### src/rtl/irq_grp_pkg.sv
`timescale 1ns/1ps
package irq_grp_pkg;
   localparam int unsigned LVL_W = 2;
   typedef logic [LVL_W-1:0] lvl_t;
   typedef enum logic {
      ARB_IDLE = 1'b0,
      ARB_WAIT = 1'b1
   } arb_state_e;

   function automatic lvl_t grp_level(input logic hi, input logic lo);
      return {hi, lo};
   endfunction
endpackage

### src/rtl/irq_grp_flags.sv
`timescale 1ns/1ps
module irq_grp_flags #(
   parameter int unsigned WIDTH = 1
) (
   input  logic             clk,
   input  logic             rst_n,
   input  logic [WIDTH-1:0] set_i,
   input  logic             wr_i,
   input  logic [WIDTH-1:0] wdata_i,
   output logic [WIDTH-1:0] flag_o
);
   logic [WIDTH-1:0] flag_q;

   if (WIDTH < 1) begin : g_chk_width
      $error("irq_grp_flags: WIDTH must be at least 1");
   end

   for (genvar i = 0; i < WIDTH; i++) begin : g_bit
      always_ff @(posedge clk or negedge rst_n) begin
         if (!rst_n) begin
            flag_q[i] <= 1'b0;
         end else if (set_i[i]) begin
            flag_q[i] <= 1'b1;
         end else if (wr_i && !wdata_i[i]) begin
            flag_q[i] <= 1'b0;
         end
      end

      AST_SET_WINS: assert property (@(posedge clk) disable iff (!rst_n)
         set_i[i] |=> flag_q[i]);
      AST_FLAG_STICKY: assert property (@(posedge clk) disable iff (!rst_n)
         (flag_q[i] && !(wr_i && !wdata_i[i])) |=> flag_q[i]);
   end

   assign flag_o = flag_q;
endmodule

### src/rtl/irq_grp_gather.sv
`timescale 1ns/1ps
module irq_grp_gather #(
   parameter int unsigned NUM_GROUPS = 6,
   parameter int unsigned NUM_SRC    = 13
) (
   input  logic [NUM_SRC-1:0]    pend_i,
   output logic [NUM_GROUPS-1:0] req_o,
   output logic [NUM_GROUPS-1:0] mbr_o
);
   localparam int unsigned PAIR_N     = NUM_GROUPS - 1;
   localparam int unsigned SHARE_BASE = 2 * PAIR_N;

   if (NUM_SRC <= SHARE_BASE) begin : g_chk_src
      $error("irq_grp_gather: shared group needs at least one source");
   end

   for (genvar g = 0; g < NUM_GROUPS; g++) begin : g_grp
      if (g < PAIR_N) begin : g_pair
         assign req_o[g] = pend_i[2*g] | pend_i[2*g+1];
         assign mbr_o[g] = ~pend_i[2*g];
      end else begin : g_shared
         assign req_o[g] = |pend_i[NUM_SRC-1:SHARE_BASE];
         assign mbr_o[g] = 1'b0;
      end
   end
endmodule

### src/rtl/irq_grp_pick.sv
`timescale 1ns/1ps
module irq_grp_pick
   import irq_grp_pkg::*;
#(
   parameter int unsigned NUM_GROUPS = 6,
   parameter int unsigned VEC_W      = 4
) (
   input  logic [NUM_GROUPS-1:0] req_i,
   input  logic [NUM_GROUPS-1:0] mbr_i,
   input  logic [NUM_GROUPS-1:0] prio_hi_i,
   input  logic [NUM_GROUPS-1:0] prio_lo_i,
   output logic                  hit_o,
   output logic [VEC_W-1:0]      vec_o,
   output lvl_t                  lvl_o
);
   localparam int unsigned GRP_W = $clog2(NUM_GROUPS);

   logic [GRP_W-1:0] best_grp;
   logic             best_mbr;

   if (VEC_W < GRP_W + 1) begin : g_chk_vec
      $error("irq_grp_pick: VEC_W too narrow for group and member");
   end

   // Scan downward so that a lower group index overwrites an equal level.
   always_comb begin
      hit_o    = 1'b0;
      best_grp = '0;
      best_mbr = 1'b0;
      lvl_o    = '0;
      for (int g = NUM_GROUPS - 1; g >= 0; g--) begin
         if (req_i[g] && (!hit_o || grp_level(prio_hi_i[g], prio_lo_i[g]) >= lvl_o)) begin
            hit_o    = 1'b1;
            best_grp = GRP_W'(g);
            best_mbr = mbr_i[g];
            lvl_o    = grp_level(prio_hi_i[g], prio_lo_i[g]);
         end
      end
   end

   assign vec_o = VEC_W'({best_grp, best_mbr});
endmodule

### src/rtl/irq_grp_nest.sv
`timescale 1ns/1ps
module irq_grp_nest #(
   parameter int unsigned NUM_LEVELS = 4,
   localparam int unsigned LW        = $clog2(NUM_LEVELS)
) (
   input  logic                  clk,
   input  logic                  rst_n,
   input  logic                  push_i,
   input  logic [LW-1:0]         push_lvl_i,
   input  logic                  pop_i,
   output logic [NUM_LEVELS-1:0] isr_o,
   output logic                  any_o,
   output logic [LW-1:0]         top_o
);
   logic [NUM_LEVELS-1:0] isr_q;
   logic [NUM_LEVELS-1:0] pop_mask;
   logic [NUM_LEVELS-1:0] push_mask;

   always_comb begin
      top_o = '0;
      for (int l = 0; l < NUM_LEVELS; l++) begin
         if (isr_q[l]) top_o = LW'(l);
      end
   end

   assign any_o     = |isr_q;
   assign pop_mask  = (pop_i && any_o) ? (NUM_LEVELS'(1) << top_o) : '0;
   assign push_mask = push_i ? (NUM_LEVELS'(1) << push_lvl_i) : '0;

   always_ff @(posedge clk or negedge rst_n) begin
      if (!rst_n) begin
         isr_q <= '0;
      end else begin
         isr_q <= (isr_q & ~pop_mask) | push_mask;
      end
   end

   assign isr_o = isr_q;

   AST_PUSH_MARKS: assert property (@(posedge clk) disable iff (!rst_n)
      push_i |=> isr_q[$past(push_lvl_i)]);
   AST_RETI_POPS_ONE: assert property (@(posedge clk) disable iff (!rst_n)
      (pop_i && !push_i && any_o) |=> ($countones(isr_q) == $countones($past(isr_q)) - 1));
endmodule

### src/rtl/irq_grp_prio.sv
`timescale 1ns/1ps
module irq_grp_prio
   import irq_grp_pkg::*;
#(
   parameter int unsigned NUM_GROUPS = 6,
   parameter int unsigned NUM_SRC    = 13,
   parameter int unsigned NUM_LEVELS = 4,
   parameter int unsigned VEC_W      = 4
) (
   input  logic                  clk,
   input  logic                  rst_n,
   input  logic [NUM_SRC-1:0]    src_evt_i,
   input  logic [NUM_SRC-1:0]    src_en_i,
   input  logic                  glb_en_i,
   input  logic [NUM_GROUPS-1:0] prio_lo_i,
   input  logic [NUM_GROUPS-1:0] prio_hi_i,
   input  logic                  flag_wr_i,
   input  logic [NUM_SRC-1:0]    flag_wdata_i,
   output logic [NUM_SRC-1:0]    flag_o,
   input  logic                  wake_evt_i,
   input  logic                  wake_wr_i,
   input  logic                  wake_wdata_i,
   output logic                  wake_flag_o,
   output logic                  irq_valid_o,
   output logic [VEC_W-1:0]      irq_vec_o,
   output logic [1:0]            irq_lvl_o,
   input  logic                  irq_ack_i,
   input  logic                  reti_i,
   output logic [NUM_LEVELS-1:0] in_service_o
);
   if (NUM_LEVELS != 4) begin : g_chk_lvl
      $error("irq_grp_prio: two-register level encoding needs NUM_LEVELS == 4");
   end

   logic [NUM_SRC-1:0]    pend;
   logic [NUM_GROUPS-1:0] grp_req;
   logic [NUM_GROUPS-1:0] grp_mbr;
   logic                  win_hit;
   logic [VEC_W-1:0]      win_vec;
   lvl_t                  win_lvl;
   logic                  isr_any;
   lvl_t                  isr_top;
   logic                  fire;
   arb_state_e            state_q;

   irq_grp_flags #(.WIDTH(NUM_SRC)) u_src_flags (
      .clk     (clk),
      .rst_n   (rst_n),
      .set_i   (src_evt_i),
      .wr_i    (flag_wr_i),
      .wdata_i (flag_wdata_i),
      .flag_o  (flag_o)
   );

   irq_grp_flags #(.WIDTH(1)) u_wake_flag (
      .clk     (clk),
      .rst_n   (rst_n),
      .set_i   (wake_evt_i),
      .wr_i    (wake_wr_i),
      .wdata_i (wake_wdata_i),
      .flag_o  (wake_flag_o)
   );

   assign pend = flag_o & src_en_i & {NUM_SRC{glb_en_i}};

   irq_grp_gather #(.NUM_GROUPS(NUM_GROUPS), .NUM_SRC(NUM_SRC)) u_gather (
      .pend_i (pend),
      .req_o  (grp_req),
      .mbr_o  (grp_mbr)
   );

   irq_grp_pick #(.NUM_GROUPS(NUM_GROUPS), .VEC_W(VEC_W)) u_pick (
      .req_i     (grp_req),
      .mbr_i     (grp_mbr),
      .prio_hi_i (prio_hi_i),
      .prio_lo_i (prio_lo_i),
      .hit_o     (win_hit),
      .vec_o     (win_vec),
      .lvl_o     (win_lvl)
   );

   irq_grp_nest #(.NUM_LEVELS(NUM_LEVELS)) u_nest (
      .clk        (clk),
      .rst_n      (rst_n),
      .push_i     (fire),
      .push_lvl_i (win_lvl),
      .pop_i      (reti_i),
      .isr_o      (in_service_o),
      .any_o      (isr_any),
      .top_o      (isr_top)
   );

   assign fire = (state_q == ARB_IDLE) && win_hit && (!isr_any || (win_lvl > isr_top));

   always_ff @(posedge clk or negedge rst_n) begin
      if (!rst_n) begin
         state_q     <= ARB_IDLE;
         irq_valid_o <= 1'b0;
         irq_vec_o   <= '0;
         irq_lvl_o   <= '0;
      end else begin
         irq_valid_o <= fire;
         if (fire) begin
            irq_vec_o <= win_vec;
            irq_lvl_o <= win_lvl;
            state_q   <= ARB_WAIT;
         end else if (state_q == ARB_WAIT && irq_ack_i) begin
            state_q   <= ARB_IDLE;
         end
      end
   end

   AST_VALID_ONE_CYCLE: assert property (@(posedge clk) disable iff (!rst_n)
      irq_valid_o |=> !irq_valid_o);
   AST_HOLD_FOR_ACK: assert property (@(posedge clk) disable iff (!rst_n)
      (irq_valid_o && !irq_ack_i) |=> !irq_valid_o);
   AST_MASKED_NO_GRANT: assert property (@(posedge clk) disable iff (!rst_n)
      !glb_en_i |=> !irq_valid_o);
   AST_GRANT_IS_TOP: assert property (@(posedge clk) disable iff (!rst_n)
      irq_valid_o |-> ((in_service_o >> irq_lvl_o) == NUM_LEVELS'(1)));
endmodule

### config.mk
export PLATFORM = sky130hd
export DESIGN_NAME = irq_grp_prio
export DESIGN_NICKNAME = d
export VERILOG_FILES = /design/src/rtl/irq_grp_pkg.sv /design/src/rtl/irq_grp_flags.sv /design/src/rtl/irq_grp_gather.sv /design/src/rtl/irq_grp_pick.sv /design/src/rtl/irq_grp_nest.sv /design/src/rtl/irq_grp_prio.sv
export SDC_FILE = /design/constraint.sdc
export NUM_CORES = 1
export LEC_CHECK = 0
export ABC_CLOCK_PERIOD_IN_PS = 9400
export BUFFER_PORTS_ARGS = -buffer_cell sky130_fd_sc_hd__buf_2
export CORE_MARGIN = 2
export CORE_UTILIZATION = 47
export CTS_CLUSTER_SIZE = 40
export DETAILED_ROUTE_END_ITERATION = 10
export GPL_TIMING_DRIVEN = 0
export PLACE_DENSITY_LB_ADDON = 0.2
export SKIP_LAST_GASP = 1
export SYNTH_ARGS = -nofsm -noshare
export SYNTH_HDL_FRONTEND = slang
export SYNTH_HIERARCHICAL = 1
export SYNTH_SLANG_ARGS = --single-unit
### constraint.sdc
create_clock -name clk -period 9.4 [get_ports clk]
set_clock_uncertainty 0.1 [all_clocks]
set_input_delay 2.82 -clock clk [delete_from_list [all_inputs] [get_ports clk]]
set_output_delay 2.82 -clock clk [all_outputs]
set_load 0.005 [all_outputs]
==> metrics.md <==
| Metric | Value |
|---|---|
| Number of synthesized flops with an enable pin | `0` |
| WP depth | `35` |
| Critical path class | `input port to flip-flop` |
| Failing checks | `setup timing` |
| Routed via count | `1922` |
| Hold Crit Class | `flip-flop to flip-flop` |
| Worst setup SP type | `input port` |
| Root buffer cell | `clkbuf_8` |
| RSZ-0062 raised after global routing | `yes` |
| CP Launch Point | `src_en_i[12]` |
| Hold Vio Cnt, Final | `0` |
| All-Layer GR Usage | `0.2487` |
| DRT iter0 DRCs | `approximately 110` |
| Die height | `66.77 µm` |
| Worst-skew pair later-pin latency | `0.27 ns` |
| Layout cell share with drive strength beyond 1 | `0.5682` |
| Main synth FF type | `dfrtp_1` |
| Port Buf Inserts | `84` |
| Final core occ | `0.7808` |
| RD Place Congestion | `approximately 0.85` |
| Worst slew margin | `0.6163` |
| Lkg Pwr | `1.463 nW` |
| Synth top area share | `0.3514` |
| Final setup viols | `12` |
| Post-synthesis sequential area ratio | `0.3514` |
| Top post-synthesis cells by count | `dfrtp_1 (26), inv_1 (23), nand2b_1 (21), a21o_1 (17), and3_1 (13)` |
| CP Buf/Inv Count | `3` |
| Antenna Cells | `0` |
| Dpl cells | `327` |
| Req. time, crit path | `between 9 and 10 ns` |
| Slowest CP cell | `a221o_1` |
| Syn-to-layout area delta | `56.69%` |
| Routed Antenna Nets | `0` |
| Cell family with most CP delay | `compound AO/OA/AOI/OAI gates` |
| Initial Util | `0.4983` |
| Sink Count | `26` |
| Vias/cell | `5.399` |
| Crit path largest cell delay | `0.40 ns` |
| Hold-fix buffer count after cts | `0` |
| Length of the first detailed-routing pass in iterations | `4` |
| Crit Path Max Fanout | `5` |
| DRT Wirelength | `5.371 mm` |
| Top-count cell post-synth | `dfrtp_1` |
| Reg2Reg Setup Slack | `1.81 ns` |
| Yosys top cell by area | `dfrtp_1` |
| Avg Inst Size Synth | `9.496 µm²` |
| First-pass GRT wire length | `8.535 mm` |
| CTS tree | `built` |
| WP data arrival | `9.84 ns` |
| Finished Layout Cells | `356` |
| CP Capture Type | `flip-flop` |
| Num CTS Buffers | `3` |
| Flops & latches, synth | `26` |
| Final Cycle Share | `1.040` |
| Final nets | `381` |
| Final WS setup | `-0.3734 ns` |
| DP HPWL | `~3.7 mm` |
| Post-Syn Area | `0.001852 mm²` |
| Dominant cells by area after synthesis | `dfrtp_1 (35%), ha_1 (8.1%), nand2b_1 (7.1%)` |
| WL/cell | `15.09 µm` |
| Remaining DRCs | `0` |
| Crit-path most repeated cell | `nand2b_4` |
| Cell Pwr Density | `214.5 mW/mm²` |
| Fmax | `102.3 MHz` |
| Unique masters post-synth | `45` |
| Max Slew Vio Count | `0` |
| FFs w/ async S/R, synth | `1.000` |
| Pre-CTS WS | `-1.012 ns` |
| Post-synthesis net count | `roughly 270` |
| Clk slew on worst S/H paths | `~0.090 ns` |
| Largest net degree at the start of global routing | `27` |
| Core area | `0.003716 mm²` |
| Hold_sp | `u_wake_flag/flag_o$_DFFE_PN0P_` |
| Worst reg2reg startpoint | `u_src_flags/flag_o[12]$_DFFE_PN0P_` |
| Worst Tran Pin Value | `0.5756 ns` |
| Die area | `0.004458 mm²` |
| # rows | `22` |
| Vias in the first global route | `1875` |
| CP Capture Point | `irq_lvl_o[1]$_DFFE_PN0P_` |
| GR Overflow Total | `0` |
| Run status | `finished, violations left` |
| Longest Clk Path Bufs | `2` |
| Hold slack | `0.3829 ns` |
| Final min period | `9.773 ns` |
| Initial antenna violation count | `0` |
| Critical R2R Capture | `irq_lvl_o[1]$_DFFE_PN0P_` |
| Post-Synthesis Cells | `approximately 200` |
| Max IR drop VDD | `0.1088 mV` |
| Ports | `85` |
| H-tree Lvls | `1` |
| R2R depth | `34` |
| Max_cap viols | `0` |
| Synth Warn # | `6` |
| Die X | `about 67 µm` |
[repair_timing]
item                       in CTS  in global routing
gates resized for setup        21                 15
buffers inserted               15                 10
setup endpoints to repair      12                 12
pin swaps                      15                 23
[flip-flops by register name (all words and copies together) (netlist names)]
register / cells
u_src_flags/flag_o: 13
irq_vec_o: 4
u_nest/isr_o: 4
irq_lvl_o: 2
irq_valid_o: 1
state_q: 1
u_wake_flag/flag_o: 1
[worst min-delay path by stage]
stage               cells past startpoint  slack, ns                                 to
finish                                  1       0.38     u_wake_flag/flag_o$_DFFE_PN0P_
global route                            1       0.44  u_src_flags/flag_o[1]$_DFFE_PN0P_
CTS                                     1       0.38     u_wake_flag/flag_o$_DFFE_PN0P_
detailed placement                      1       0.36     u_wake_flag/flag_o$_DFFE_PN0P_
global placement                        1       0.36     u_wake_flag/flag_o$_DFFE_PN0P_
floorplan                               1       0.37     u_wake_flag/flag_o$_DFFE_PN0P_
[power breakdown]
group / switching [W] / total [W] / leakage (nW) / internal, W
logic: 0.000173 / 0.000391 / 1.15 / 0.000219
clock network: 0.0000350 / 0.0000725 / 0.0288 / 0.0000375
registers: 0.0000189 / 0.000159 / 0.289 / 0.000140
[routing by layer]
metal,part of all wire,track usage
met5,0,0
met4,0.023,0.07143
met3,0.074,0.05912
met2,0.52,0.4438
met1,0.38,0.2950
[cells in the final DEF, fill, tap and decap left out, drive strengths merged, types with 2 or more instances in the layout]
master,Yosys,routed
o21ai,4,4
o21a,3,3
or3,3,3
a211o,2,2
mux2,8,8
and3,13,13
buf,2,111
nand3,2,2
or2,6,6
a21o,17,17
o22ai,3,3
or2b,2,2
nor2b,2,2
inv,23,23
nor3,5,5
a21oi,6,6
dfrtp,26,26
a211oi,2,2
and2,2,2
a221o,2,2
nand2,7,7
clkbuf,2,6
a32o,3,3
nor2,4,4
ha,12,12
nand2b,21,21
[cells by family after synthesis]
logic type                 after synthesis  synth area share
other                                    1          0.002025
adders and majority gates               12           0.08108
buffers and inverters                   27           0.06081
DFF                                     26            0.3513
AOI/OAI and AO/OA                       49            0.2149
and+or+nand+nor                         71            0.2338
muxes                                    9           0.05608
[through the flow]
step | total power [W] | TNS (ns) | instance area, µm²
finish | 0.0006225 | -3.712 | 2902
global route | 0.0006643 | -5.785 | 2902
CTS | 0.0005842 | -0.4960 | 2746
detailed placement | 0.0004382 | -11.37 | 2452
global placement | 0.0004323 | -10.54 | 2452
floorplan | 0.0003658 | -2.712 | 1972
[area by class of cell]
class | instances | area (µm²)
multi-input combinational | 142 | 1371
fill | 249 | 814.5
sequential | 26 | 650.6
timing repair buffer | 109 | 646.9
inverter | 23 | 91.34
tap | 48 | 60.06
clock buffer | 4 | 55.05
buffer | 4 | 26.28
Power figures use the tool's default switching activity.
